[src/rtl/lnk_pwr_pkg.sv]
package lnk_pwr_pkg;

  typedef enum logic [2:0] {
    LK_ON     = 3'd0,
    LK_QUICK  = 3'd1,
    LK_DOZE   = 3'd2,
    LK_PREOFF = 3'd3,
    LK_AUX    = 3'd4,
    LK_OFF    = 3'd5
  } lk_state_e;

  typedef enum logic [2:0] {
    DV_D0     = 3'd0,
    DV_D1     = 3'd1,
    DV_D2     = 3'd2,
    DV_D3HOT  = 3'd3,
    DV_D3COLD = 3'd4
  } dv_state_e;

  localparam int unsigned LK_CODES = 8;

  // Link states permitted for a device state.
  function automatic logic in_table(input logic [2:0] dv, input logic [2:0] tgt,
                                    input logic l1_opt);
    logic r;
    r = 1'b0;
    case (dv)
      3'd0: r = (tgt == 3'd0) || (tgt == 3'd1) || ((tgt == 3'd2) && l1_opt);
      3'd1,
      3'd2: r = (tgt == 3'd2);
      3'd3: r = (tgt == 3'd2) || (tgt == 3'd3);
      3'd4: r = (tgt == 3'd4) || (tgt == 3'd5);
      default: r = 1'b0;
    endcase
    return r;
  endfunction

  // Moves a request may cause from the present link state.
  function automatic logic edge_ok(input logic [2:0] cur, input logic [2:0] tgt);
    logic r;
    r = (cur == tgt);
    case (cur)
      3'd0: r = r || (tgt == 3'd1) || (tgt == 3'd2);
      3'd1: r = r || (tgt == 3'd0) || (tgt == 3'd2);
      3'd2: r = r || (tgt == 3'd0) || (tgt == 3'd3);
      3'd3: r = r || (tgt == 3'd4) || (tgt == 3'd5);
      default: r = r;
    endcase
    return r;
  endfunction

endpackage

[src/rtl/lnk_idle_tmr.sv]
module lnk_idle_tmr #(
  parameter int unsigned S_IDLE = 64,
  parameter int unsigned D_IDLE = 256
) (
  input  logic clk,
  input  logic rst_n,
  input  logic run,
  output logic hit_quick,
  output logic hit_doze
);
  localparam int unsigned CW = $clog2(D_IDLE + 1);
  localparam logic [CW-1:0] QUICK_AT = CW'(S_IDLE - 1);
  localparam logic [CW-1:0] DOZE_AT  = CW'(D_IDLE - 1);

  logic [CW-1:0] cnt;

  always_ff @(posedge clk or negedge rst_n) begin
    if (!rst_n) begin
      cnt <= '0;
    end else if (!run) begin
      cnt <= '0;
    end else if (cnt != DOZE_AT) begin
      cnt <= cnt + 1'b1;
    end
  end

  assign hit_quick = run && (cnt == QUICK_AT);
  assign hit_doze  = run && (cnt == DOZE_AT);

  // any cycle without idle qualification restarts the count
  a_r2_restart: assert property (@(posedge clk) disable iff (!rst_n)
    !run |=> cnt == '0);

  // the count never passes the doze threshold
  a_r4_cnt_bound: assert property (@(posedge clk) disable iff (!rst_n)
    cnt <= DOZE_AT);

endmodule

[src/rtl/lnk_exit_rec.sv]
module lnk_exit_rec #(
  parameter int unsigned EXIT_CYC = 16
) (
  input  logic clk,
  input  logic rst_n,
  input  logic start,
  input  logic clr,
  output logic busy,
  output logic done
);
  localparam int unsigned CW = $clog2(EXIT_CYC + 1);
  localparam logic [CW-1:0] LAST = CW'(EXIT_CYC - 1);

  logic [CW-1:0] cnt;

  always_ff @(posedge clk or negedge rst_n) begin
    if (!rst_n) begin
      busy <= 1'b0;
      cnt  <= '0;
    end else if (clr) begin
      busy <= 1'b0;
      cnt  <= '0;
    end else if (busy) begin
      cnt <= cnt + 1'b1;
    end else if (start) begin
      busy <= 1'b1;
      cnt  <= '0;
    end
  end

  assign done = busy && (cnt == LAST);

  // recovery count stays inside its window
  a_r3_cnt_range: assert property (@(posedge clk) disable iff (!rst_n)
    busy |-> cnt <= LAST);

  // once begun, recovery is not abandoned unless cleared
  a_r3_busy_holds: assert property (@(posedge clk) disable iff (!rst_n)
    (busy && !clr && !done) |=> busy);

endmodule

[src/rtl/lnk_allow_chk.sv]
module lnk_allow_chk
  import lnk_pwr_pkg::*;
#(
  parameter bit ASPM_L1 = 1'b1
) (
  input  logic [2:0] dev,
  input  logic [2:0] cur,
  input  logic [2:0] tgt,
  output logic       ok
);
  logic [LK_CODES-1:0] tbl;

  for (genvar s = 0; s < LK_CODES; s++) begin : g_tbl
    assign tbl[s] = in_table(dev, 3'(s), ASPM_L1) && edge_ok(cur, 3'(s));
  end

  assign ok = tbl[tgt];

  // no accepted request reaches pre-off from anywhere but doze
  always_comb begin
    if (ok && (tgt == 3'd3))
      a_r7_preoff_src: assert (cur == 3'd2 || cur == 3'd3);
  end

endmodule

[src/rtl/lnk_pwr_ctrl.sv]
module lnk_pwr_ctrl
  import lnk_pwr_pkg::*;
#(
  parameter int unsigned S_IDLE   = 64,
  parameter int unsigned D_IDLE   = 256,
  parameter int unsigned EXIT_CYC = 16,
  parameter bit          ASPM_L1  = 1'b1
) (
  input  logic       clk,
  input  logic       rst_n,
  input  logic       fund_rst,
  input  logic [2:0] dev_state,
  input  logic       pm_en,
  input  logic       traffic,
  input  logic       peer_idle,
  input  logic       req_valid,
  input  logic [2:0] req_state,
  input  logic       wake_in,
  output logic [2:0] link_state,
  output logic       tx_eidle,
  output logic       rx_eidle,
  output logic       aux_only,
  output logic       wake_out,
  output logic       req_err
);

  lk_state_e st, st_nxt;
  logic      doze_tf, doze_tf_nxt;
  logic      err_q, wake_q;
  logic      err_set;
  logic      dev_d0;
  logic      tmr_run, hit_quick, hit_doze;
  logic      rec_start, rec_clr, rec_busy, rec_done;
  logic      req_ok;

  assign dev_d0 = (dev_state == DV_D0);

  assign tmr_run = pm_en && !traffic && !fund_rst && !req_valid && dev_d0 &&
                   ((st == LK_ON) || ((st == LK_QUICK) && !rec_busy));

  lnk_idle_tmr #(
    .S_IDLE (S_IDLE),
    .D_IDLE (D_IDLE)
  ) u_tmr (
    .clk       (clk),
    .rst_n     (rst_n),
    .run       (tmr_run),
    .hit_quick (hit_quick),
    .hit_doze  (hit_doze)
  );

  assign rec_start = (st == LK_QUICK) && traffic;
  assign rec_clr   = (st_nxt != LK_QUICK);

  lnk_exit_rec #(
    .EXIT_CYC (EXIT_CYC)
  ) u_rec (
    .clk   (clk),
    .rst_n (rst_n),
    .start (rec_start),
    .clr   (rec_clr),
    .busy  (rec_busy),
    .done  (rec_done)
  );

  lnk_allow_chk #(
    .ASPM_L1 (ASPM_L1)
  ) u_chk (
    .dev (dev_state),
    .cur (st),
    .tgt (req_state),
    .ok  (req_ok)
  );

  // Next state: reset, then request, then automatic moves.
  always_comb begin
    st_nxt      = st;
    err_set     = 1'b0;
    doze_tf_nxt = doze_tf;
    if (fund_rst) begin
      st_nxt = LK_ON;
    end else if (req_valid) begin
      if (req_ok) st_nxt = lk_state_e'(req_state);
      else        err_set = 1'b1;
    end else begin
      case (st)
        LK_ON: begin
          if (!dev_d0)        st_nxt = LK_DOZE;
          else if (hit_quick) st_nxt = LK_QUICK;
        end
        LK_QUICK: begin
          if (!dev_d0)                  st_nxt = LK_DOZE;
          else if (rec_done)            st_nxt = LK_ON;
          else if (hit_doze && ASPM_L1) st_nxt = LK_DOZE;
        end
        LK_DOZE: begin
          if (dev_d0 && (traffic || !doze_tf)) st_nxt = LK_ON;
        end
        default: st_nxt = st;
      endcase
    end
    if ((st_nxt == LK_DOZE) && (st != LK_DOZE))
      doze_tf_nxt = dev_d0;
  end

  always_ff @(posedge clk or negedge rst_n) begin
    if (!rst_n) begin
      st      <= LK_ON;
      doze_tf <= 1'b0;
      err_q   <= 1'b0;
      wake_q  <= 1'b0;
    end else begin
      st      <= st_nxt;
      doze_tf <= doze_tf_nxt;
      if (fund_rst)     err_q <= 1'b0;
      else if (err_set) err_q <= 1'b1;
      if (fund_rst)                        wake_q <= 1'b0;
      else if ((st == LK_AUX) && wake_in)  wake_q <= 1'b1;
    end
  end

  assign link_state = st;
  assign tx_eidle   = (st != LK_ON);
  assign rx_eidle   = ((st == LK_ON) || (st == LK_QUICK)) ? peer_idle : 1'b1;
  assign aux_only   = (st == LK_AUX);
  assign wake_out   = wake_q;
  assign req_err    = err_q;

  // fundamental reset returns the link to active and clears flags
  a_r9_fund_rst_on: assert property (@(posedge clk) disable iff (!rst_n)
    fund_rst |=> (link_state == 3'd0) && !req_err && !wake_out);

  // error flag is sticky until the fundamental reset
  a_r6_err_sticky: assert property (@(posedge clk) disable iff (!rst_n)
    (req_err && !fund_rst) |=> req_err);

  // a refused request leaves the state alone
  a_r6_refused_hold: assert property (@(posedge clk) disable iff (!rst_n)
    (req_valid && !req_ok && !fund_rst) |=> $stable(link_state));

  // pre-off is only entered from doze
  a_r7_preoff_entry: assert property (@(posedge clk) disable iff (!rst_n)
    (link_state == 3'd3 && $past(link_state) != 3'd3) |-> $past(link_state) == 3'd2);

  // pre-off never falls back without the fundamental reset
  a_r7_preoff_exit: assert property (@(posedge clk) disable iff (!rst_n)
    (link_state == 3'd3 && !fund_rst) |=> (link_state == 3'd3 || link_state == 3'd4 ||
                                           link_state == 3'd5));

  // auxiliary sleep is only left through the fundamental reset
  a_r8_aux_stays: assert property (@(posedge clk) disable iff (!rst_n)
    (link_state == 3'd4 && !fund_rst) |=> link_state == 3'd4);

  // power-off never raises a wake request
  a_r8_off_no_wake: assert property (@(posedge clk) disable iff (!rst_n)
    (link_state == 3'd5) |-> !wake_out);

  // leaving D0 takes an active or standby link to doze
  a_r5_leave_d0: assert property (@(posedge clk) disable iff (!rst_n)
    ((link_state == 3'd0 || link_state == 3'd1) && dev_state != 3'd0 &&
     !fund_rst && !req_valid) |=> link_state == 3'd2);

endmodule

[config.mk]
export PLATFORM = sky130hd
export DESIGN_NAME = lnk_pwr_ctrl
export DESIGN_NICKNAME = d
export VERILOG_FILES = /design/src/rtl/lnk_pwr_pkg.sv /design/src/rtl/lnk_idle_tmr.sv /design/src/rtl/lnk_exit_rec.sv /design/src/rtl/lnk_allow_chk.sv /design/src/rtl/lnk_pwr_ctrl.sv
export SDC_FILE = /design/constraint.sdc
export NUM_CORES = 1
export LEC_CHECK = 0
export ABC_AREA = 1
export CAP_MARGIN = 0
export CORE_ASPECT_RATIO = 0.5
export CORE_MARGIN = 2
export CORE_UTILIZATION = 40
export DETAILED_ROUTE_END_ITERATION = 16
export REMOVE_ABC_BUFFERS = 1
export SLEW_MARGIN = 20
export SYNTH_ARGS = -nofsm -noshare
export SYNTH_HDL_FRONTEND = slang
export SYNTH_SLANG_ARGS = --single-unit
[constraint.sdc]
create_clock -name clk -period 2.79 [get_ports clk]
set_clock_uncertainty 0.05 [all_clocks]
set_input_delay 0.558 -clock clk [delete_from_list [all_inputs] [get_ports clk]]
set_output_delay 0.558 -clock clk [all_outputs]
set_load 0.05 [all_outputs]
Word level (Yosys, flattened, before mapping). Cells that the tools add are included.

Register bits after elaboration: 21. Output and inout port bits: 8.

Reduce and logical (&&, ||, !) cells: 37. Equal/unequal tests: 17. $lt $le $gt $ge: 1. Add/subtract/negate cells: 2. Muxes and demuxes: 37.

Operators by type and width (count): $mux W3 (9); $mux W1 (21); $logic_and A1 B1 Y1 (19); $mux W9 (2); $eq A3 B2 Y1 const B (5); $mux W5 (3); $add A9 B1 Y9 const B (1); $eq A3 B3 Y1 const B (3); $eq A9 B6 Y1 const B (1); $eq A9 B8 Y1 const B (1); $ne A9 B8 Y1 const B (1); $pmux W3 S3 (1); $eq A3 B1 Y1 const B (2); $logic_not A3 Y1 (2); $reduce_bool A3 Y1 (2); $add A5 B1 Y5 const B (1); $eq A5 B4 Y1 const B (1); $logic_not A1 Y1 (5); $lt A3 B4 Y1 const B (1); $reduce_bool A2 Y1 (2); $reduce_or A2 Y1 (2); $reduce_or A4 Y1 (1); $bmux W1 S3 (1); $logic_or A1 B1 Y1 (3); 4 further kinds (4).

Logic depth before layout (Yosys ltp).
Word-level depth: 15. Gate-level depth with buffers: 17. Gate-level depth less buffers: 17.

By module. A second synthesis with hierarchy kept.

Cell total of the unflattened synthesis: 204. Area total of the unflattened synthesis: 1381.3 um^2.

Modules (own cells, without submodules): lnk_idle_tmr (sequential area each 225.2 um^2, area each 504.2 um^2, instances 1, cells each 68); lnk_pwr_ctrl (sequential area each 150.1 um^2, area each 455.4 um^2, instances 1, cells each 70); lnk_exit_rec (sequential area each 150.1 um^2, area each 302.8 um^2, instances 1, cells each 37); lnk_allow_chk (sequential area each 0.0 um^2, area each 118.9 um^2, instances 1, cells each 29).

Worst setup path before layout. No wires, ideal clock.

Path kind: flip-flop to output port. Start: reg st[1], in the netlist link_state[1]. End: out aux_only. Arrival time: 1.550 ns. Stages on the path, launching flop included: 4. Slack: 0.632 ns. Cells stage by stage: dfrtp_1 inv_2 nand2_2 nor2_1.

Word-level cells in the longest chain between the ends: 1.

Ends and longest elaborated chain: start: declaration (line lnk_pwr_ctrl.sv:27) `lk_state_e st, st_nxt;`; start signal: assignment (line lnk_pwr_ctrl.sv:113) `st <= st_nxt;`; $eq A3 B3 Y1 (line lnk_pwr_ctrl.sv:125) `assign aux_only = (st == LK_AUX);`; end: declaration (line lnk_pwr_ctrl.sv:22) `output logic aux_only,`.

No other way between the ends.

Worst setup path after layout.
Start: in peer_idle. End: out rx_eidle.

Word-level cells in the longest chain between the ends: 1.

Ends and longest elaborated chain: start: declaration (line lnk_pwr_ctrl.sv:15) `input logic peer_idle,`; $mux W1 (line lnk_pwr_ctrl.sv:124) `assign rx_eidle = ((st == LK_ON) || (st == LK_QUICK)) ? peer_idle : 1'b1;`; end: declaration (line lnk_pwr_ctrl.sv:21) `output logic rx_eidle,`.

No other way between the ends.

==> flow_metrics.tcl <==
set metrics [dict create \
    ys_seq_area_share_pct 38.2 \
    h-tree-depth 1 \
    area_growth_pct 23.0 \
    detail-route-antenna-nets 0 \
    layout.nets 240 \
    path_class "primary input to primary output" \
    most-common-layout-cells "55 x nand2_1, 21 x nor2_1, 21 x dfrtp_1, 21 x clkdlybuf4s50_1" \
    final_common_cell "nand2_1" \
    slew_violations 0 \
    max_stage_delay_ns 0.70 \
    worstPathRequired_ns 2.18 \
    cpMaxStageDelayCell "clkdlybuf4s50_1" \
    grt_pass1_wl_um 5580 \
    post_cts_buffers 0 \
    timing.fmax_mhz 394 \
    hold_buffers 0 \
    tightestPinTransition_ns 0.502 \
    synth-edff-count 0 \
    postSynth.asyncResetShare_pct 100 \
    totalWireLength_um 2980 \
    fin_setup_tns_ns 0 \
    drc_errors 0 \
    total_power_w 0.000662 \
    dp_hpwl_um 2370 \
    endpoint_kind "primary output" \
    synth_area_leaders "dfrtp_1 38%, nand2_1 15%, nand3_1 7.3%, nor2_1 5.7%, inv_1 5.5%" \
    grt_pass1_vias 1313 \
    n_antenna_cell 0 \
    finalCritPeriodShare_pct 91.1 \
    grt_start_max_net_pins 22 \
    r2r_slack_ns 0.37 \
    setup_viol 0 \
    cp_num_buf_inv 2 \
    cts_buffers 3 \
    clk_pin_slew_ns 0.08 \
    synth_cells 194 \
    hp-class "flip-flop to flip-flop" \
    path_max_fanout 1 \
    root_buffer "clkbuf_8" \
    antenna_found_initial 0 \
    final_cells 261 \
    relSlewSlack_pct 66.4 \
    cts_sinks 21 \
    tritoncts "built" \
    wl_per_cell_um 11.4 \
    synth_top_area_share_pct 38.2 \
    io-pin-count 22 \
    drt_first_pass_iters 4 \
    core.rowCount 14 \
    cp.arrival_ns 1.93 \
    yosys_warnings 0 \
    die_y_um 45.5 \
    track_usage_pct 18.3 \
    ys_types 25 \
    clk_latency_ns 0.26 \
    coreArea_mm2 0.00314 \
    min_period_ns 2.54 \
    ys_ff_latch 21 \
    vias_per_cell 4.83 \
    drt_iter0_markers 40 \
    cp-start-kind "primary input" \
    gp_congestion 0.833 \
    synth_flop_cell "dfrtp_1" \
    p_leak_nw 0.780 \
    vdd_drop_max_uv 242 \
    start_util_pct 43.9 \
    hold_viol 0 \
    drv_cap 0 \
    vias 1261 \
    path_cells "clkdlybuf4s50_1 > or2_2 > clkdlybuf4s50_1" \
    cp_top_family "buffers and inverters" \
    io_buffers 21 \
    yosysTopAreaCell "dfrtp_1" \
    cts_resized 0 \
    cts_buffer_depth 2 \
    whs_ns 0.443 \
    drive_above_1_share_pct 12.7 \
    dieArea_mm2 0.00395 \
    grt_setup_unrepaired "no" \
    die_w_um 87.0 \
    worst_path_most_repeated_cell "clkdlybuf4s50_1" \
    syn_area_mm2 0.00138 \
    dp_cells 257 \
    outcome "finished clean" \
    powerDensity_mw_per_mm2 391 \
    synth_area_per_cell_um2 7.09 \
    overflow 0 \
]
## per-stage QoR
step           setup slack (ns)  util [%]  cell area [µm²]
2_1_floorplan             0.632         -             1370
3_3_place_gp              0.250      52.6             1650
3_5_place_dp              0.244      52.6             1650
4_1_cts                   0.239      54.0             1690
5_1_grt                  0.0249      54.0             1690
6_report                  0.249      54.0             1690
## state kept, by name, summed over array words and instances (netlist names)
signal	count
doze_tf	1
link_state	3
req_err	1
u_rec.busy	1
u_rec.cnt	5
u_tmr.cnt	9
wake_out	1
## report_power, final
group          total [W]  internal, W  switching, W
registers       0.000316     0.000310    0.00000624
clock network   0.000203     0.000102      0.000101
logic           0.000143    0.0000541     0.0000888
total           0.000662     0.000466      0.000196
## cells by family (layout without fill, tap and decap cells)
family / after synthesis / count (layout) / synth area share, %
simple gates: 118 / 118 / 39.9
fa+ha+maj: 4 / 4 / 3.64
compound gates: 21 / 21 / 8.82
buf+inv: 28 / 55 / 8.18
flops: 21 / 21 / 38.2
xor+xnor: 2 / 2 / 1.27
## path summary, 6_finish.rpt
path                               from      endpoint  cells after the start
max in group asynchronous         rst_n  u_tmr.cnt[8]                      2
min reg2reg                     req_err       req_err                      1
max                           peer_idle      rx_eidle                      3
min                             req_err       req_err                      1
min in group asynchronous         rst_n  u_rec.cnt[2]                      2
max reg2reg                u_tmr.cnt[0]       doze_tf                     17
## cell usage after synthesis (3+ instances only)
cell type and instances:
a21oi_1 10, dfrtp_1 21, ha_1 4, inv_1 20, inv_2 7, nand2_1 55
nand2_2 4, nand3_1 20, nor2_1 21, nor2_2 3, nor3_1 6, o21ai_0 5
o21ai_1 3
## routing by layer
layer,up-vias,track usage (%),routed length (µm),share of wire [%]
met5,-,0,0,0
met4,0,6.25,53,1.8
met3,6,3.80,158,5.3
met2,26,31.1,1240,42
met1,555,23.8,1530,51
li1,674,-,-,-
## final cells by class
cell class	count	area (µm²)
Fill cell	316	1440
Sequential cell	21	526
Inverter	27	101
Tap cell	40	50.0
Timing Repair Buffer	24	233
Clock buffer	4	45.0
Multi-Input combinational cell	145	738
(Power assumes the default switching activity.)
